File: src/rtl/up_poll_pkg.sv
package up_poll_pkg;

   typedef enum logic [2:0] {
      ST_OFF,    // pads released, waiting for enable
      ST_POLL,   // poll address on the bus
      ST_GAP,    // null address, response sampled at end
      ST_ARB,    // sweep done, choose a port
      ST_SEL,    // selected address on the bus, enables high
      ST_XFER    // cell transfer
   } up_state_e;

endpackage

File: src/rtl/up_next_conn.sv
// Finds the lowest connected address, either from zero or strictly above a
// given address.
module up_next_conn #(
   parameter int NADDR = 31,
   parameter int AW    = 5
) (
   input  logic [NADDR-1:0] map,
   input  logic [AW-1:0]    from_addr,
   input  logic             from_zero,
   output logic             found,
   output logic [AW-1:0]    addr
);

   always_comb begin
      found = 1'b0;
      addr  = '0;
      for (int i = 0; i < NADDR; i++) begin
         if (!found && map[i] && (from_zero || i > int'(from_addr))) begin
            found = 1'b1;
            addr  = AW'(i);
         end
      end
   end

endmodule

File: src/rtl/up_rr_pick.sv
// Round-robin choice: lowest request above the last grant, else lowest overall.
module up_rr_pick #(
   parameter int N  = 248,
   parameter int IW = 8
) (
   input  logic [N-1:0]  req,
   input  logic [IW-1:0] last,
   output logic          any,
   output logic [IW-1:0] pick
);

   logic          hi_hit;
   logic [IW-1:0] hi_idx;
   logic [IW-1:0] lo_idx;

   always_comb begin
      hi_hit = 1'b0;
      any    = 1'b0;
      hi_idx = '0;
      lo_idx = '0;
      for (int i = 0; i < N; i++) begin
         if (req[i] && !any) begin
            any    = 1'b1;
            lo_idx = IW'(i);
         end
         if (req[i] && !hi_hit && i > int'(last)) begin
            hi_hit = 1'b1;
            hi_idx = IW'(i);
         end
      end
      pick = hi_hit ? hi_idx : lo_idx;
   end

endmodule

File: src/rtl/up_cell_frame.sv
// Transfer-cycle framing: lane masking, start marker and parity.
module up_cell_frame #(
   parameter int DW         = 16,
   parameter bit PARITY_ODD = 1'b1
) (
   input  logic          active,
   input  logic          wide,
   input  logic          first,
   input  logic [DW-1:0] src,
   output logic [DW-1:0] data,
   output logic          soc,
   output logic          prty
);

   localparam int HW = DW / 2;

   always_comb begin
      if (!active)   data = '0;
      else if (wide) data = src;
      else           data = {{(DW-HW){1'b0}}, src[HW-1:0]};
   end

   assign soc = active && first;

   generate
      if (PARITY_ODD) begin : g_odd
         assign prty = ~^data;
      end else begin : g_even
         assign prty = ^data;
      end
   endgenerate

endmodule

File: src/rtl/up_tx_poller.sv
module up_tx_poller
   import up_poll_pkg::*;
#(
   parameter int AW         = 5,
   parameter int NGRP       = 8,
   parameter int DW         = 16,
   parameter int CELL_BYTES = 53,
   parameter bit PARITY_ODD = 1'b1
) (
   input  logic                                    clk,
   input  logic                                    rst_n,
   input  logic                                    cfg_en,
   input  logic                                    cfg_wide,
   input  logic                                    cfg_ext,
   input  logic [(1<<AW)-2:0]                      cfg_portmap,
   input  logic [NGRP-1:0]                         phy_clav,
   input  logic [DW-1:0]                           src_data,
   output logic                                    src_take,
   output logic [$clog2(((1<<AW)-1)*NGRP)-1:0]     src_port,
   output logic                                    bus_oe,
   output logic [AW-1:0]                           bus_addr,
   output logic [NGRP-1:0]                         bus_enb_n,
   output logic [DW-1:0]                           bus_data,
   output logic                                    bus_soc,
   output logic                                    bus_prty
);

   localparam int NADDR      = (1 << AW) - 1;
   localparam int NPORT      = NADDR * NGRP;
   localparam int IW         = $clog2(NPORT);
   localparam int GW         = $clog2(NGRP);
   localparam int CELL_WORDS = (CELL_BYTES + 1) / 2;
   localparam int CW         = $clog2(CELL_BYTES + 1);
   localparam logic [AW-1:0] NULLA = '1;

   generate
      if (AW < 2 || AW > 8) begin : g_bad_aw
         $error("up_tx_poller: AW must lie in 2..8");
      end
      if (NGRP < 2 || NGRP > 8) begin : g_bad_ngrp
         $error("up_tx_poller: NGRP must lie in 2..8");
      end
      if (DW < 2 || (DW % 2) != 0) begin : g_bad_dw
         $error("up_tx_poller: DW must be even and at least 2");
      end
      if (CELL_BYTES < 2) begin : g_bad_cell
         $error("up_tx_poller: CELL_BYTES must be at least 2");
      end
   endgenerate

   up_state_e       st;
   logic [AW-1:0]   cur_addr;
   logic            lat_wide;
   logic            lat_ext;
   logic [NPORT-1:0] ready;
   logic [IW-1:0]   last_idx;
   logic [IW-1:0]   sel_idx;
   logic [CW-1:0]   cnt;

   logic            nc_found;
   logic [AW-1:0]   nc_addr;
   logic            rr_any;
   logic [IW-1:0]   rr_pick;
   logic [AW-1:0]   sel_addr;
   logic [GW-1:0]   sel_grp;
   logic            cell_last;
   logic            xfer;

   up_next_conn #(.NADDR(NADDR), .AW(AW)) i_next (
      .map       (cfg_portmap),
      .from_addr (cur_addr),
      .from_zero (st != ST_GAP),
      .found     (nc_found),
      .addr      (nc_addr)
   );

   up_rr_pick #(.N(NPORT), .IW(IW)) i_rr (
      .req  (ready),
      .last (last_idx),
      .any  (rr_any),
      .pick (rr_pick)
   );

   assign sel_addr  = AW'(sel_idx / IW'(NGRP));
   assign sel_grp   = GW'(sel_idx % IW'(NGRP));
   assign xfer      = (st == ST_XFER);
   assign cell_last = (cnt == (lat_wide ? CW'(CELL_WORDS - 1) : CW'(CELL_BYTES - 1)));

   always_ff @(posedge clk or negedge rst_n) begin
      if (!rst_n) begin
         st       <= ST_OFF;
         cur_addr <= NULLA;
         lat_wide <= 1'b0;
         lat_ext  <= 1'b0;
         ready    <= '0;
         last_idx <= IW'(NPORT - 1);
         sel_idx  <= '0;
         cnt      <= '0;
      end else if (!cfg_en) begin
         st       <= ST_OFF;
         cur_addr <= NULLA;
         ready    <= '0;
         last_idx <= IW'(NPORT - 1);
      end else begin
         case (st)
            ST_OFF: begin
               lat_wide <= cfg_wide;
               lat_ext  <= cfg_ext;
               st       <= nc_found ? ST_POLL : ST_ARB;
               cur_addr <= nc_found ? nc_addr : NULLA;
            end
            ST_POLL: st <= ST_GAP;
            ST_GAP: begin
               for (int g = 0; g < NGRP; g++) begin
                  if ((g == 0 || lat_ext) && phy_clav[g])
                     ready[int'(cur_addr) * NGRP + g] <= 1'b1;
               end
               st       <= nc_found ? ST_POLL : ST_ARB;
               cur_addr <= nc_found ? nc_addr : NULLA;
            end
            ST_ARB: begin
               ready <= '0;
               if (rr_any) begin
                  sel_idx  <= rr_pick;
                  last_idx <= rr_pick;
                  cnt      <= '0;
                  st       <= ST_SEL;
               end else begin
                  st       <= nc_found ? ST_POLL : ST_ARB;
                  cur_addr <= nc_found ? nc_addr : NULLA;
               end
            end
            ST_SEL: st <= ST_XFER;
            ST_XFER: begin
               cnt <= cnt + 1'b1;
               if (cell_last) begin
                  st       <= nc_found ? ST_POLL : ST_ARB;
                  cur_addr <= nc_found ? nc_addr : NULLA;
               end
            end
            default: st <= ST_OFF;
         endcase
      end
   end

   assign bus_oe   = (st != ST_OFF);
   assign bus_addr = (st == ST_POLL) ? cur_addr :
                     (st == ST_SEL)  ? sel_addr : NULLA;
   assign src_take = xfer;
   assign src_port = sel_idx;

   generate
      for (genvar g = 0; g < NGRP; g++) begin : g_enb
         assign bus_enb_n[g] = !(xfer && sel_grp == GW'(g));
      end
   endgenerate

   up_cell_frame #(.DW(DW), .PARITY_ODD(PARITY_ODD)) i_frame (
      .active (xfer),
      .wide   (lat_wide),
      .first  (cnt == '0),
      .src    (src_data),
      .data   (bus_data),
      .soc    (bus_soc),
      .prty   (bus_prty)
   );

endmodule

File: config.mk
export PLATFORM = sky130hd
export DESIGN_NAME = up_tx_poller
export DESIGN_NICKNAME = d
export VERILOG_FILES = /design/src/rtl/up_poll_pkg.sv /design/src/rtl/up_next_conn.sv /design/src/rtl/up_rr_pick.sv /design/src/rtl/up_cell_frame.sv /design/src/rtl/up_tx_poller.sv
export SDC_FILE = /design/constraint.sdc
export NUM_CORES = 2
export LEC_CHECK = 0
export ABC_AREA = 1
export BUFFER_PORTS_ARGS = -buffer_cell sky130_fd_sc_hd__buf_4
export CAP_MARGIN = 20
export CORE_UTILIZATION = 25
export CTS_BUF_LIST = sky130_fd_sc_hd__clkbuf_2
export DETAILED_ROUTE_END_ITERATION = 10
export HOLD_SLACK_MARGIN = 0.12
export SLEW_MARGIN = 20
export SYNTH_ARGS = -nofsm -noshare
export SYNTH_HDL_FRONTEND = slang
export SYNTH_SLANG_ARGS = --single-unit
File: constraint.sdc
create_clock -name clk -period 23.5 [get_ports clk]
set_input_delay 1.175 -clock clk [delete_from_list [all_inputs] [get_ports clk]]
set_output_delay 1.175 -clock clk [all_outputs]
set_load 0.01 [all_outputs]
After elaboration in Yosys (flattened, before gate mapping)
Cells that the tools add are included.
{ "op_classes": {"n_addsub": 8, "n_lt_le_gt_ge": 293, "eq_ne": 21, "muxes": 1111, "bitwise": 8, "reduce_logical": 1398} }
{ "ops": {"columns": ["op", "count"], "rows": [
  ["$mux 248", 23],
  ["$mux 8", 370],
  ["$or 248x248->248", 7],
  ["$gt 8x8->1 const A", 120],
  ["$logic_and 1x1->1", 825],
  ["$mux 1", 537],
  ["$logic_not 1->1", 531],
  ["$gt 7x8->1 const A", 64],
  ["$pmux 248 s2", 1],
  ["$mux 7", 64],
  ["$gt 6x8->1 const A", 32],
  ["$or 248x241->248", 1],
  ["$mux 6", 34],
  ["$mux 5", 37],
  ["$gt 5x8->1 const A", 16],
  ["$gt 5x5->1 const A", 15],
  ["$gt 4x8->1 const A", 8],
  ["$mux 4", 16],
  ["$ge 9x1->1 const B", 7],
  ["$lt 9x9->1 const B", 7],
  ["$demux 1 s8", 7],
  ["$gt 4x5->1 const A", 8],
  ["$add 8x3->9 const B", 4],
  ["$mux 3", 11],
  ["35 further kinds", 94]
]} }
{ "totals": {"register_bits": 280, "input_bits": 60} }

Depth between registers and ports, before layout
{ "depth": {"ltp_word": 991, "depth_mapped": 137, "ltp_nobuf": 137} }

Cells and area by module
From an unflattened synthesis, not the netlist that was laid out.
{ "hier_totals": {"hier_cells": 4188, "hier_area_um2": 26297.7} }
{ "by_module_without_submodules": {"columns": ["mod", "instances", "cells_per_inst", "area_each_um2"], "rows": [
  ["up_rr_pick", 1, 2737, 13783.2],
  ["up_tx_poller", 1, 1138, 10983.0],
  ["up_next_conn", 1, 189, 1028.5],
  ["up_cell_frame", 1, 124, 503.0]
]} }

Worst setup path after synthesis
No wires, ideal clock.
{ "synth_path": {"path_type": "flip-flop to flip-flop", "startpoint": "reg ready[1]", "endpoint": "reg cur_addr[0]", "setup_ps": 74, "t_arrival_ps": 15382, "required_time_ps": 23426, "slack_ps": 8045, "stages_incl_launch_ff": 134, "path_buffers": 0, "path_cell_list": "dfrtp_1 nor2_4 nand4_1 nor2_2 nand2_1 nor2_1 nand2_2 nor2_1 nand2_2 nor2_2 nand2_2 nor2_2 nand2_2 nor2_2 nand2_2 nor2_4 nand3_2 nor2_4 (+98 left out) nand4_4 nor2_4 nand4_2 nor2_4 nand4_4 nor2_4 nand4_2 nor2_4 nand4_4 nor2_4 nand4_2 nor2_4 nand4_4 nor2_4 nand4_2 nand3_4 nand3_2 a21oi_1"} }
{ "synth_rtl": {"columns": ["item", "line", "text"], "rows": [
  ["start, declared", "up_tx_poller.sv:55", "logic [NPORT-1:0] ready;"],
  ["start signal, assigned", "up_tx_poller.sv:95", "ready <= '0;"],
  ["start signal, assigned", "up_tx_poller.sv:102", "ready <= '0;"],
  ["start signal, assigned by index", "up_tx_poller.sv:116", "ready[int'(cur_addr) * NGRP + g] <= 1'b1;"],
  ["end signal, assigned", "up_tx_poller.sv:110", "cur_addr <= nc_found ? nc_addr : NULLA;"],
  ["end signal, assigned", "up_tx_poller.sv:119", "cur_addr <= nc_found ? nc_addr : NULLA;"],
  ["end signal, assigned", "up_tx_poller.sv:130", "cur_addr <= nc_found ? nc_addr : NULLA;"],
  ["end, declared", "up_tx_poller.sv:52", "logic [AW-1:0] cur_addr;"]
]} }

==> summary.md <==
| Metric | Value |
|---|---|
| Status | complete, no violations |
| Vias | 27700 |
| Port bufs | 100 |
| R2R Path End | src_port[1] |
| Starting Density | 0.254 |
| Cts bufs inserted | 81 |
| Layout Skew | 0.0857 ns |
| Worst vdd ir | 0.0000439 V |
| Async S/R FF share, synth | 1.00 |
| Pre-antenna DRT Iters | 6 |
| Tightest Pin Transition | roughly 1.1 ns |
| DR vias/cell | 5.24 |
| Wire per inst | approximately 20 µm |
| Initial antenna violation count | 5 |
| CP max stage delay | 1.05 ns |
| CTS clk-pin slew, worst paths | 0.12 ns |
| Synth Instances | between 3000 and 4000 |
| Synth unique cells | 73 |
| Crit path max-delay cell type | dfrtp_1 |
| Worst path required time | 24.64 ns |
| Reg-to-Reg Start | last_idx[3] |
| Worst setup SP type | register |
| Hold crit path type | primary input to register |
| Final Cycle Share | 0.833 |
| Core box area | about 0.099 mm² |
| Clock tree buffer depth | 3 |
| Mapped Nets | 3866 |
| Synthesis-stage register bit count | 280 |
| Origin of the worst setup path | last_idx[3] |
| Post-Syn Area | between 0.02 and 0.03 mm² |
| Crit. End Element | register |
| R2R cell count | approximately 130 |
| Top_reg_cell synth | dfrtp_1 |
| Detailed placer's ending HPWL | 82.0 mm |
| Commonest non-fill, non-tap cells in the layout | inv_1 (683), nand2_1 (639), nor2_1 (580) |
| Pwr dens | 83.4 mW/mm² |
| Layout Utilization | 0.283 |
| Synth Area per Inst | approximately 6.6 µm² |
| Htree depth | 3 |
| Placer Congestion | 1.00 |
| Final Max Tran Viols | 0 |
| Vias in the first global route | about 26000 |
| Total Routed Length | roughly 110 mm |
| Layout cells sized above 1 | 0.144 |
| Clock Sinks | 280 |
| Gr usage total | 0.209 |
| Max-slew headroom | 0.234 |
| Leak | roughly 0.013 µW |
| Achievable Freq | 51.1 MHz |
| Post-synth EDFFs | 0 |
| CP arrival | slightly above 20 ns |
| CP endpoint | src_port[1] |
| Root buf cell | clkbuf_2 |
| Max-Cap Viols | 0 |
| Nets@finish | between 3000 and 4000 |
| Largest net degree at the start of global routing | 128 |
| # rows | around 120 |
| Worst Setup Path Type | register to register |
| CP max FO | 16 |
| Final hold vios | 0 |
| RSZ-0062 raised after global routing | no |
| Num ports | a little over 100 |
| Area Overhead vs Synth | 11.4% |
| CTS tree | built |
| Total grt overflow | 0 |
| Synth warn | 0 |
| DIE AREA | 0.102 mm² |
| Synth area leader | dfrtp_1 |
| DRC Markers | 0 |
| Most common cell after layout, fill and taps aside | inv_1 |
| Part of the Yosys area used for sequential elements | 0.279 |
| Top cells by area, synth | dfrtp_1 (27%), inv_1 (10%), nand2_1 (9.6%), nor2_1 (8.8%), a21oi_1 (8.4%) |
| TNS Setup | 0 ns |
| Final ANT Viol Nets | 0 |
| Die height | 319 µm |
| Later-pin clock latency in the skew report | approximately 1.2 ns |
| First-pass GRT wire length | 163 mm |
| # setup viols final | 0 |
| Chip Width | ~320 µm |
| Post-CTS Setup Repair Bufs | 0 |
| Post-route minimum period | slightly below 20 ns |
| Initial DRC count | roughly 2700 |
| Post-synth top area share | 0.267 |
| FF-to-FF setup slack | between 3 and 4 ns |
[critical path, delay by kind of cell, from the launching register on]
kind / cells / cell delay (ns)
buf+inv: 2 / 0.59
flops: 1 / 1.05
simple gates: 124 / 17.81
[worst min path at each step]
stage	from	end	cells past startpoint
2_1_floorplan	cur_addr[4]	cur_addr[4]	2
4_1_cts	cfg_en	st[1]	5
3_5_place_dp	cur_addr[3]	cur_addr[3]	2
5_1_grt	cfg_en	cur_addr[0]	4
3_3_place_gp	cur_addr[3]	cur_addr[3]	2
6_report	cfg_portmap[30]	cur_addr[1]	4
[power breakdown]
group | internal, µW | total [µW] | leakage [µW] | switching (µW)
clock | 149 | 400 | 0.000558 | 252
sequential | 515 | 573 | 0.00384 | 57.8
combinational | 411 | 1360 | 0.00826 | 950
[repair_timing]
action                    in CTS  in global routing
resized for setup              0                  0
hold buffers                   3                  0
hold endpoints to repair      79                  0
[Yosys cell counts (all sizes together) (6+ instances only)]
| cell | n |
|---|---|
| nor3 | 113 |
| o211ai | 32 |
| o2111ai | 37 |
| a2111oi | 17 |
| nand2 | 653 |
| nor2 | 724 |
| clkbuf | 70 |
| xnor2 | 13 |
| a41o | 8 |
| buf | 12 |
| nand3 | 131 |
| nor4 | 72 |
| or4 | 8 |
| a31oi | 15 |
| nand4 | 232 |
| a21oi | 422 |
| nor3b | 6 |
| a211oi | 26 |
| dfrtp | 268 |
| clkinv | 12 |
| o31ai | 6 |
| o21ai | 136 |
| a2111o | 6 |
| a311oi | 12 |
| dfstp | 12 |
| inv | 697 |
| nand3b | 15 |
[state kept, by name, summed over array words and instances (netlist names)]
name and cells:
src_port 8, lat_ext 1, cur_addr 5, last_idx 8
cnt 6, ready 248, lat_wide 1, st 3
[layer usage]
layer  GRT usage  vias to the layer above  wire, µm
met5           0                        -         0
met4      0.0785                        0      4220
met3      0.0379                      221      8330
met2       0.337                     1119     49400
met1       0.276                    13300     46500
li1            -                    13100         -
[logic make-up after synthesis]
kind of cell    count (synthesis)  synth area share
fa+ha+maj                       2          0.000995
mux                             1          0.000448
flops                         280             0.279
simple gates                 1964             0.409
xor+xnor                       16           0.00558
buf+inv                       793             0.130
compound gates                748             0.175
[area by class of cell]
cell class	count	area (µm²)
diodes	6	15.0
clock buffers	118	591
clock inverters	28	161
fillers	11100	71000
inverters	709	2670
multi-input cells	2731	14900
flip-flops and latches	280	7020
well taps	1287	1610
repair buffers	133	1030
[through the flow]
| step | hold WS, ns | cells | power, µW | worst slack, ns | area, µm² |
|---|---|---|---|---|---|
| after floorplan | 0.490 | 3804 | 1480 | 8.04 | 25100 |
| after global placement | 0.521 | 5137 | 1900 | 4.21 | 27200 |
| after detailed placement | 0.517 | 5137 | 1920 | 4.36 | 27200 |
| after CTS | 0.228 | 5286 | 2320 | 4.36 | 28000 |
| after global routing | 0.300 | 5291 | 2480 | 2.32 | 28000 |
| final | 0.331 | 5292 | 2330 | 3.93 | 28000 |
Note: power is estimated with default switching activity, not from simulation.
